**config.mk**
```make
export PLATFORM = sky130hd
export DESIGN_NAME = sertx_top
export DESIGN_NICKNAME = d
export VERILOG_FILES = /design/src/rtl/sertx_pkg.sv /design/src/rtl/sertx_fifo.sv /design/src/rtl/sertx_shifter.sv /design/src/rtl/sertx_irq.sv /design/src/rtl/sertx_top.sv
export SDC_FILE = /design/constraint.sdc
export NUM_CORES = 1
export LEC_CHECK = 0
export ABC_AREA = 0
export CORE_MARGIN = 10
export CORE_UTILIZATION = 31
export CTS_BUF_LIST = sky130_fd_sc_hd__clkbuf_16
export DETAILED_ROUTE_END_ITERATION = 16
export PLACE_DENSITY_LB_ADDON = 0.25
export SYNTH_ARGS = -nofsm -noshare
export SYNTH_HDL_FRONTEND = slang
export SYNTH_HIERARCHICAL = 1
export SYNTH_SLANG_ARGS = --single-unit
```
**constraint.sdc**
```tcl
create_clock -name clk -period 5.1 [get_ports clk]
set_input_delay 0.51 -clock clk [delete_from_list [all_inputs] [get_ports clk]]
set_output_delay 0.51 -clock clk [all_outputs]
set_load 0.01 [all_outputs]
```
**src/rtl/sertx_pkg.sv**
```systemverilog
package sertx_pkg;

    localparam int DATA_W   = 8;
    localparam int MIN_WORD = 5;
    localparam int FRAME_W  = 1 + DATA_W + 1 + 2;
    localparam int OS_FAST  = 8;
    localparam int OS_SLOW  = 16;
    localparam int TCNT_W   = $clog2(OS_SLOW);
    localparam int NB_W     = $clog2(FRAME_W + 1);

    typedef enum logic [1:0] {
        PAR_ODD   = 2'd0,
        PAR_EVEN  = 2'd1,
        PAR_MARK  = 2'd2,
        PAR_SPACE = 2'd3
    } par_mode_e;

    typedef struct packed {
        logic [1:0] wlen;
        logic       par_en;
        par_mode_e  par_mode;
        logic       stop2;
    } fmt_t;

    typedef struct packed {
        logic [FRAME_W-1:0] bits;
        logic [NB_W-1:0]    nbits;
    } frame_t;

    function automatic logic [TCNT_W-1:0] last_tick(input logic os8);
        return os8 ? TCNT_W'(OS_FAST - 1) : TCNT_W'(OS_SLOW - 1);
    endfunction

    function automatic int unsigned trig_level(input logic [1:0] sel);
        case (sel)
            2'd0:    return 8;
            2'd1:    return 16;
            2'd2:    return 32;
            default: return 56;
        endcase
    endfunction

    // Lays the whole character out LSB-first, with the line level of each bit
    function automatic frame_t build_frame(input logic [DATA_W-1:0] d, input fmt_t f);
        frame_t             fr;
        logic [DATA_W-1:0]  m;
        logic               par;
        int unsigned        nd;
        nd = MIN_WORD + int'(f.wlen);
        m  = d & DATA_W'((1 << nd) - 1);
        case (f.par_mode)
            PAR_ODD:  par = ~(^m);
            PAR_EVEN: par = ^m;
            PAR_MARK: par = 1'b1;
            default:  par = 1'b0;
        endcase
        fr.bits    = '1;
        fr.bits[0] = 1'b0;
        for (int i = 0; i < DATA_W; i++) begin
            if (i < int'(nd)) fr.bits[1+i] = m[i];
        end
        if (f.par_en) fr.bits[1+nd] = par;
        fr.nbits = NB_W'(2 + nd + (f.par_en ? 1 : 0) + (f.stop2 ? 1 : 0));
        return fr;
    endfunction

endpackage

```
**src/rtl/sertx_fifo.sv**
```systemverilog
module sertx_fifo #(
    parameter int DEPTH = 128,
    parameter int DW    = 8,
    localparam int AW   = $clog2(DEPTH),
    localparam int CW   = $clog2(DEPTH + 1)
) (
    input  logic          clk,
    input  logic          rst,
    input  logic          push_req,
    input  logic          pop,
    input  logic          cap_one,
    input  logic          ovf_clr,
    input  logic [DW-1:0] din,
    output logic [DW-1:0] dout,
    output logic [CW-1:0] count,
    output logic [CW-1:0] count_nxt,
    output logic          full,
    output logic          ovf
);

    logic [DW-1:0] mem [DEPTH];
    logic [AW-1:0] wptr, rptr;
    logic          push_ok;

    assign full      = cap_one ? (count != '0) : (count == CW'(DEPTH));
    assign push_ok   = push_req && !full;
    assign count_nxt = count + CW'(push_ok) - CW'(pop);
    assign dout      = mem[rptr];

    function automatic logic [AW-1:0] bump(input logic [AW-1:0] p);
        return (p == AW'(DEPTH - 1)) ? '0 : p + AW'(1);
    endfunction

    always_ff @(posedge clk) begin
        if (push_ok) mem[wptr] <= din;
    end

    always_ff @(posedge clk) begin
        if (rst) begin
            wptr  <= '0;
            rptr  <= '0;
            count <= '0;
            ovf   <= 1'b0;
        end else begin
            if (push_ok) wptr <= bump(wptr);
            if (pop)     rptr <= bump(rptr);
            count <= count_nxt;
            if (push_req && full) ovf <= 1'b1;
            else if (ovf_clr)     ovf <= 1'b0;
        end
    end

endmodule

```
**src/rtl/sertx_shifter.sv**
```systemverilog
module sertx_shifter
    import sertx_pkg::*;
(
    input  logic              clk,
    input  logic              rst,
    input  logic              tick,
    input  logic              os8,
    input  fmt_t              fmt,
    input  logic              avail,
    input  logic [DATA_W-1:0] din,
    output logic              pop,
    output logic              txd,
    output logic              busy
);

    logic [TCNT_W-1:0]  tcnt;
    logic [FRAME_W-1:0] shreg;
    logic [NB_W-1:0]    rem;
    logic               bit_end, frame_end;
    frame_t             nxt;

    assign bit_end   = busy && tick && (tcnt == last_tick(os8));
    assign frame_end = bit_end && (rem == NB_W'(1));
    assign pop       = tick && avail && (!busy || frame_end);
    assign nxt       = build_frame(din, fmt);

    always_ff @(posedge clk) begin
        if (rst) begin
            busy  <= 1'b0;
            txd   <= 1'b1;
            tcnt  <= '0;
            rem   <= '0;
            shreg <= '1;
        end else if (pop) begin
            busy  <= 1'b1;
            shreg <= nxt.bits;
            rem   <= nxt.nbits;
            txd   <= nxt.bits[0];
            tcnt  <= '0;
        end else if (frame_end) begin
            busy <= 1'b0;
            txd  <= 1'b1;
            tcnt <= '0;
        end else if (bit_end) begin
            shreg <= {1'b1, shreg[FRAME_W-1:1]};
            txd   <= shreg[1];
            rem   <= rem - NB_W'(1);
            tcnt  <= '0;
        end else if (busy && tick) begin
            tcnt <= tcnt + TCNT_W'(1);
        end
    end

endmodule

```
**src/rtl/sertx_irq.sv**
```systemverilog
module sertx_irq
    import sertx_pkg::*;
#(
    parameter int CW = 8
) (
    input  logic          clk,
    input  logic          rst,
    input  logic          irq_en,
    input  logic          fifo_en,
    input  logic [1:0]    trig,
    input  logic          pop,
    input  logic          wr,
    input  logic          ack,
    input  logic [CW-1:0] count,
    input  logic [CW-1:0] count_nxt,
    output logic          irq
);

    logic [CW-1:0] lvl;
    logic          drop_below, went_empty, fire;

    assign lvl        = CW'(trig_level(trig));
    assign drop_below = fifo_en && (count >= lvl) && (count_nxt < lvl);
    assign went_empty = count_nxt == '0;
    assign fire       = pop && (drop_below || went_empty);

    always_ff @(posedge clk) begin
        if (rst || !irq_en) irq <= 1'b0;
        else if (wr)        irq <= 1'b0;
        else if (fire)      irq <= 1'b1;
        else if (ack)       irq <= 1'b0;
    end

endmodule

```
**src/rtl/sertx_top.sv**
```systemverilog
module sertx_top
    import sertx_pkg::*;
#(
    parameter int DEPTH = 128,
    localparam int CW   = $clog2(DEPTH + 1)
) (
    input  logic       clk,
    input  logic       rst,
    input  logic       tick,
    input  logic       cfg_fifo_en,
    input  logic       cfg_os8,
    input  logic [1:0] cfg_wlen,
    input  logic       cfg_par_en,
    input  logic [1:0] cfg_par_mode,
    input  logic       cfg_stop2,
    input  logic [1:0] cfg_trig,
    input  logic       cfg_irq_en,
    input  logic       wr_en,
    input  logic [7:0] wr_data,
    input  logic       ack,
    input  logic       ovf_clr,
    output logic       txd,
    output logic       hold_empty,
    output logic       shift_empty,
    output logic       irq,
    output logic       ovf
);

    fmt_t              fmt;
    logic [DATA_W-1:0] q_dout;
    logic [CW-1:0]     count, count_nxt;
    logic              fifo_full, pop, busy;

    assign fmt.wlen     = cfg_wlen;
    assign fmt.par_en   = cfg_par_en;
    assign fmt.par_mode = par_mode_e'(cfg_par_mode);
    assign fmt.stop2    = cfg_stop2;

    sertx_fifo #(.DEPTH(DEPTH), .DW(DATA_W)) u_fifo (
        .clk       (clk),
        .rst       (rst),
        .push_req  (wr_en),
        .pop       (pop),
        .cap_one   (!cfg_fifo_en),
        .ovf_clr   (ovf_clr),
        .din       (wr_data),
        .dout      (q_dout),
        .count     (count),
        .count_nxt (count_nxt),
        .full      (fifo_full),
        .ovf       (ovf)
    );

    sertx_shifter u_shift (
        .clk   (clk),
        .rst   (rst),
        .tick  (tick),
        .os8   (cfg_os8),
        .fmt   (fmt),
        .avail (count != '0),
        .din   (q_dout),
        .pop   (pop),
        .txd   (txd),
        .busy  (busy)
    );

    sertx_irq #(.CW(CW)) u_irq (
        .clk       (clk),
        .rst       (rst),
        .irq_en    (cfg_irq_en),
        .fifo_en   (cfg_fifo_en),
        .trig      (cfg_trig),
        .pop       (pop),
        .wr        (wr_en),
        .ack       (ack),
        .count     (count),
        .count_nxt (count_nxt),
        .irq       (irq)
    );

    assign hold_empty  = (count == '0);
    assign shift_empty = !busy && (!cfg_fifo_en || count == '0);

endmodule

```
# [After elaboration in Yosys (flattened, before gate mapping)]
# Memories as Yosys holds them, arrays and structs flattened. A register that Yosys moved wholly into a read port is not among the register bits.
# Cells that the tools add are included.
[totals] register_bits=46 latchBits=0 ramBits=1024 mem_bits_ro=0 input_bits=25 output_inout_bits=5 word_cells=121 mem_count=1
[classes] add_sub_neg=12 mul=0 div_mod_pow=0 magnitude_cmp=12 eq_ne=10 shifts=1 muxes=39 bitwise_logic=2 n_reduce_logical=34
[memory_table] memory="u_fifo.mem" depth=128 width=8 rd=1 rd_ports_with_merged_regs=1 wr=1 line_no="sertx_fifo.sv:21" source="logic [DW-1:0] mem [DEPTH];"
[op_table] cell="less-than comparator 4 x 32 -> 1 bit (first input constant)" n=4
[op_table] cell="less-than comparator 3 x 32 -> 1 bit (first input constant)" n=2
[op_table] cell="2-to-1 mux 12 bit" n=4
[op_table] cell="adder 1 x 32 -> 32 bit (first input constant)" n=1
[op_table] cell="greater-or-equal comparator 32 x 1 -> 1 bit (second input constant)" n=1
[op_table] cell="less-than comparator 1 x 32 -> 1 bit (first input constant)" n=1
[op_table] cell="less-than comparator 2 x 32 -> 1 bit (first input constant)" n=1
[op_table] cell="less-than comparator 32 x 5 -> 1 bit (second input constant)" n=1
[op_table] cell="<< shifter 1 x 32 -> 8 bit (first input constant)" n=1
[op_table] cell="2-to-1 mux 7 bit" n=4
[op_table] cell="2-to-1 mux 1 bit" n=23
[op_table] cell="one-hot mux 6 bit (3 select lines)" n=1
[op_table] cell="zero test 8 bit" n=2
[op_table] cell="2-to-1 mux 4 bit" n=4
[op_table] cell="adder 7 x 1 -> 7 bit (second input constant)" n=2
[op_table] cell="equality test 7 bit (second input constant)" n=2
[op_table] cell="bitwise mux 12 bit" n=1
[op_table] cell="logical AND 1 bit" n=12
[op_table] cell="adder 4 bit" n=2
[op_table] cell="adder 8 x 1 -> 8 bit" n=1
[op_table] cell="AND 8 bit" n=1
[op_table] cell="equality test 8 bit (second input constant)" n=1
[op_table] cell="greater-or-equal comparator 8 x 6 -> 1 bit" n=1
[op_table] cell="less-than comparator 8 x 6 -> 1 bit" n=1
[op_table] cell="other kinds (24)" n=36

# [Longest topological paths before layout]
[logic_depth] word_depth=12 mapped_depth=20 mapped_depth_nobuf=19

# [Modules after synthesis]
# Netlist, hierarchy kept.
[by_module_without_submodules] mod="sertx_fifo" instances=1 cells_per_inst=2032 area_each_um2=40866.7 seq_area_each_um2=31350.1
[by_module_without_submodules] mod="sertx_shifter" instances=1 cells_per_inst=194 area_each_um2=1574.0 seq_area_each_um2=420.4
[by_module_without_submodules] mod="sertx_irq" instances=1 cells_per_inst=29 area_each_um2=241.5 seq_area_each_um2=20.0
[by_module_without_submodules] mod="sertx_top" instances=1 cells_per_inst=6 area_each_um2=32.5 seq_area_each_um2=0.0

# [Worst setup path after synthesis]
# Ideal clock, no wire load.
[synth_timing] path_type="reg2reg" startpoint="reg u_shift.rem[0]" endpoint="reg u_irq.irq" setup_ns=0.059 arrival_time_ns=3.810 required_ns=5.041 path_slack_ns=1.231 path_stages_with_launch=20 n_path_buf=1 synth_period_minus_slack_ns=3.869 path_cell_list="dfxtp_1 ha_1 or3b_1 o41ai_2 nand3_1 inv_2 clkbuf_1 ha_1 inv_1 ha_1 a21o_1 a21oi_1 o21bai_1 a21oi_1 xor2_1 ha_1 nand2_1 o2111ai_1 a221o_1 nand2_1"
[synth_between] elab_chain_len=10 word_cells_on_any_way=12 cone_classes="1 x add/sub; 1 x order compare; 1 x eq/ne; 1 x mux; 8 x reduce/logical"
[synth_lines] item="start: declaration" line_no="sertx_shifter.sv:18" source="logic [NB_W-1:0] rem;"
[synth_lines] item="start signal: assignment" line_no="sertx_shifter.sv:37" source="rem <= nxt.nbits;"
[synth_lines] item="start signal: assignment" line_no="sertx_shifter.sv:47" source="rem <= rem - NB_W'(1);"
[synth_lines] item="equality test 4 x 1 -> 1 bit *" line_no="sertx_shifter.sv:23" source="assign frame_end = bit_end && (rem == NB_W'(1));"
[synth_lines] item="logical AND 1 bit *" line_no="sertx_shifter.sv:23"
[synth_lines] item="logical OR 1 bit *" line_no="sertx_shifter.sv:24" source="assign pop = tick && avail && (!busy || frame_end);"
[synth_lines] item="logical AND 1 bit *" line_no="sertx_shifter.sv:24"
[synth_lines] item="named net pop" line_no="sertx_top.sv:32" source="logic fifo_full, pop, busy;"
[synth_lines] item="subtractor 8 x 1 -> 8 bit *" line_no="sertx_fifo.sv:27" source="assign count_nxt = count + CW'(push_ok) - CW'(pop);"
[synth_lines] item="named net count_nxt[5]" line_no="sertx_top.sv:31" source="logic [CW-1:0] count, count_nxt;"
[synth_lines] item="less-than comparator 8 x 6 -> 1 bit" line_no="sertx_irq.sv:23" source="assign drop_below = fifo_en && (count >= lvl) && (count_nxt < lvl);"
[synth_lines] item="logical AND 1 bit" line_no="sertx_irq.sv:23"
[synth_lines] item="logical OR 1 bit *" line_no="sertx_irq.sv:25" source="assign fire = pop && (drop_below || went_empty);"
[synth_lines] item="logical AND 1 bit *" line_no="sertx_irq.sv:25"
[synth_lines] item="2-to-1 mux 1 bit / nonzero test 2 bit (equally long branches)"
[synth_lines] item="end signal: assignment" line_no="sertx_irq.sv:28" source="if (rst || !irq_en) irq <= 1'b0;"
[synth_lines] item="end signal: assignment" line_no="sertx_irq.sv:30" source="else if (fire) irq <= 1'b1;"
[synth_lines] item="end signal: assignment" line_no="sertx_irq.sv:31" source="else if (ack) irq <= 1'b0;"
[synth_lines] item="end: declaration" line_no="sertx_irq.sv:16" source="output logic irq"
# The timed path passes the listed nets; every way through them passes the cells marked *.
# A chain may end at the register's enable or synchronous reset.

==> run metrics <==
Leak=14.9 nW; worst path arrival time=5300 ps; Site Rows=136; Ports=30; simple-gate share of the synthesized area=3.69%; Async SR Flop Fraction=0%; syn_area_per_cell=18.9 um^2; fin area=a little under 0.05 mm^2; Worst Tran Pin Value=1070 ps; Syn. warnings=6; # clock sinks=1076; Max Cap Viol=0; sequential share of the synthesized area=about three quarters; Pwr Density=417 mW/mm^2; Synth Area in Adders=1.12%; wire length per cell=24.5 um; Required @ worst endpoint=5660 ps; Slew HR=~29%; Final Total Pwr=20.5 mW; switching power=4.69 mW; drt first pass iters=5; Setup CP Type=flop to flop; DR iter-0 viols=1672; total CTS buffers=109; CTS tree=built; I/O Buffers=29; proportion of synthesized area in mux cells=13.4%; Placed Area=0.0453 mm^2; Layout area overhead=15.0%; Clock Pin Slew Worst Setup and Hold Paths=60 ps; remaining antenna violation count=0; WL final=104000 um; largest net degree at the start of global routing=88; startpoint types=flop; Final GP Congestion=0.809; final period utilization=92.8%; Fin. Hold Viols=0; Seq cells post-synth=1076; f_max=0.211 GHz; Placeable Area=0.137 mm^2; RSZ-0062 raised after global routing=no; Primary FF master, synth=edfxtp_1; sequential share of power=47.9%; PnR worst setup slack=365 ps; fin. max-slew vios=0; Die Ht=391 um; total grt overflow=0; Pint=15.8 mW; clock buffer depth=3; Clk pwr share=41.2%; Tmin final=4740 ps; total negative slack=0 ps; Syn Inst Count=2261; share of layout cells above drive strength 1=a little over a fifth; Nets=~2400; power share of the combinational group=about 11%; dpl ws=359 ps; Switching Fraction=22.9%; post-synthesis cell area=0.0427 mm^2; vias per std cell=between 5 and 6; Final setup viols=0; DP Wirelength=65000 um; Max VDD drop=0.000289 V; Clk Latency, worst-skew pair=about 700 ps; worst hold-check path type=primary input to flop; largest family of logic cells by synthesized area=multiplexers; xor and xnor area share after synthesis=0.656%; H-tree levels=3; complex-gate fraction of the synthesized area=5.09%; hold buffer count at cts=0; crit-path max FO=20; initial antenna violation count=2; root buffer cell=clkbuf_16; first-pass GRT wire length=153000 um; vias in the first global route=22200; Starting Density=approximately 31%; GRT Overall Usage=13.4%; post-CTS sizing=0; CP endpoint kind=flop; vias=21600; status=complete, no violations; Residual DRC=0; library cells used by synthesis=73; Die W=391 um; Post-Route Skew=22.7 ps; Die Area=0.153 mm^2; Post-CTS Setup Inserts=0; number of flops mapped to enable cells by yosys=1024
final timing paths:
| kind | to | slack (ps) | cells after the start | from |
|---|---|---|---|---|
| worst max-delay path | u_shift/shreg[10] | 360 | 13 | flop |
| worst min register to register | u_shift/rem[1] | 480 | 2 | u_shift/rem[1] |
| worst min-delay path | u_fifo/mem[102][0] | 290 | 1 | wr_data[0] |
| worst max register to register | u_shift/shreg[10] | 360 | 13 | flop |
power by group through the flow:
stage          Sequential, mW  Combinational (mW)  Clock, mW
2_1_floorplan            9.98                1.53          0
3_3_place_gp             10.0                2.20          0
3_5_place_dp             10.0                2.24          0
4_1_cts                  9.83                2.25       8.65
5_1_grt                  9.84                2.43       9.01
6_report                 9.83                2.22       8.45
worst max-delay path, cell delays in order, from the launching register on:
cell and delay (ps):
dfxtp_4 490, buf_12 240, mux4_2 530, a22o_1 270, a221oi_1 400, o22ai_1 200, nor3_1 610, o221ai_1 330
a21boi_0 230, xnor3_1 240, xnor3_1 260, or3_4 380, a211oi_1 290, o21ai_1 110
metrics by stage:
stage	hold slack [ps]	utilization (%)	cells
floorplan	436	-	2262
global route	297	35.8	4231
detailed placement	467	33.0	4028
finish	294	35.8	4232
global placement	462	33.0	4028
CTS	265	35.8	4231
registers in the layout (all words and copies together) (netlist names), named ones only:
name	count
u_fifo/rptr	7
u_irq/irq	1
u_fifo/ovf	1
u_fifo/count	8
u_fifo/wptr	7
u_fifo/mem	1024
u_shift/tcnt	4
u_shift/shreg	11
u_shift/txd	1
u_shift/busy	1
u_shift/rem	4
synthesized netlist by cell type, types with 8 or more instances:
cell | count | share of area (%)
a21oi_1 | 36 | 0.42
a221o_1 | 18 | 0.42
a221oi_1 | 19 | 0.39
a22o_1 | 16 | 0.33
a22oi_1 | 82 | 1.4
buf_1 | 12 | 0.11
buf_2 | 37 | 0.43
clkbuf_1 | 65 | 0.57
dfxtp_1 | 52 | 2.4
edfxtp_1 | 1024 | 72
ha_1 | 35 | 1.0
inv_1 | 25 | 0.22
mux2_2 | 66 | 1.7
mux2i_1 | 66 | 1.5
mux4_2 | 192 | 10
nand2_1 | 42 | 0.37
nand2b_1 | 8 | 0.12
nand3_1 | 19 | 0.22
nand3b_1 | 10 | 0.18
nand4_1 | 8 | 0.12
nor2_1 | 183 | 1.6
nor2b_1 | 21 | 0.31
nor3_1 | 16 | 0.19
o21ai_0 | 35 | 0.41
o21ai_1 | 14 | 0.16
o221ai_1 | 25 | 0.51
o22ai_1 | 25 | 0.37
xnor2_1 | 8 | 0.16
xor2_1 | 17 | 0.35
layer usage:
layer | global-route usage, % | vias up | routed length (um)
li1 | - | 9401 | -
met4 | 4.32 | 4 | 2590
met5 | 0 | - | 27
met2 | 21.5 | 593 | 49800
met1 | 18.2 | 11500 | 45600
met3 | 2.41 | 150 | 5780
cells by family after synthesis:
group,after synthesis
adder cells (fa/ha/maj),37
flip-flops,1076
AND/OR/NAND/NOR,340
XOR/XNOR,28
other,1
AO/OA/AOI/OAI,304
buffers and inverters,151
multiplexers,324
final cells by class:
cell class | instances | area, um^2
Antenna cell | 1 | 2.50
Clock buffer | 111 | 2780
Clock inverter | 92 | 1040
Fill cell | 12600 | 88000
Inverter | 26 | 97.6
Multi-Input combinational cell | 1035 | 10300
Sequential cell | 1076 | 31800
Tap cell | 1794 | 2240
Timing Repair Buffer | 97 | 913
cells in the final DEF, fill, tap and decap left out, types with 10 or more instances in the layout:
| cell type | instances |
|---|---|
| inv_1 | 35 |
| nand2_1 | 41 |
| edfxtp_1 | 1024 |
| nor2_1 | 181 |
| a22oi_1 | 82 |
| xor2_1 | 17 |
| clkinv_1 | 22 |
| a21oi_1 | 36 |
| o221ai_1 | 25 |
| ha_1 | 35 |
| buf_12 | 11 |
| o21ai_0 | 35 |
| clkbuf_16 | 111 |
| a221oi_1 | 19 |
| mux4_2 | 192 |
| buf_4 | 65 |
| bufinv_16 | 23 |
| a22o_1 | 16 |
| dfxtp_1 | 50 |
| o21ai_1 | 14 |
| nor3_1 | 16 |
| nor2b_1 | 18 |
| nand3_1 | 19 |
| clkinv_2 | 22 |
| nand3b_1 | 10 |
| mux2i_1 | 66 |
| o22ai_1 | 25 |
| a221o_1 | 18 |
| mux2_2 | 66 |
| clkdlybuf4s50_1 | 20 |
Note: power is estimated with default switching activity, not from simulation.
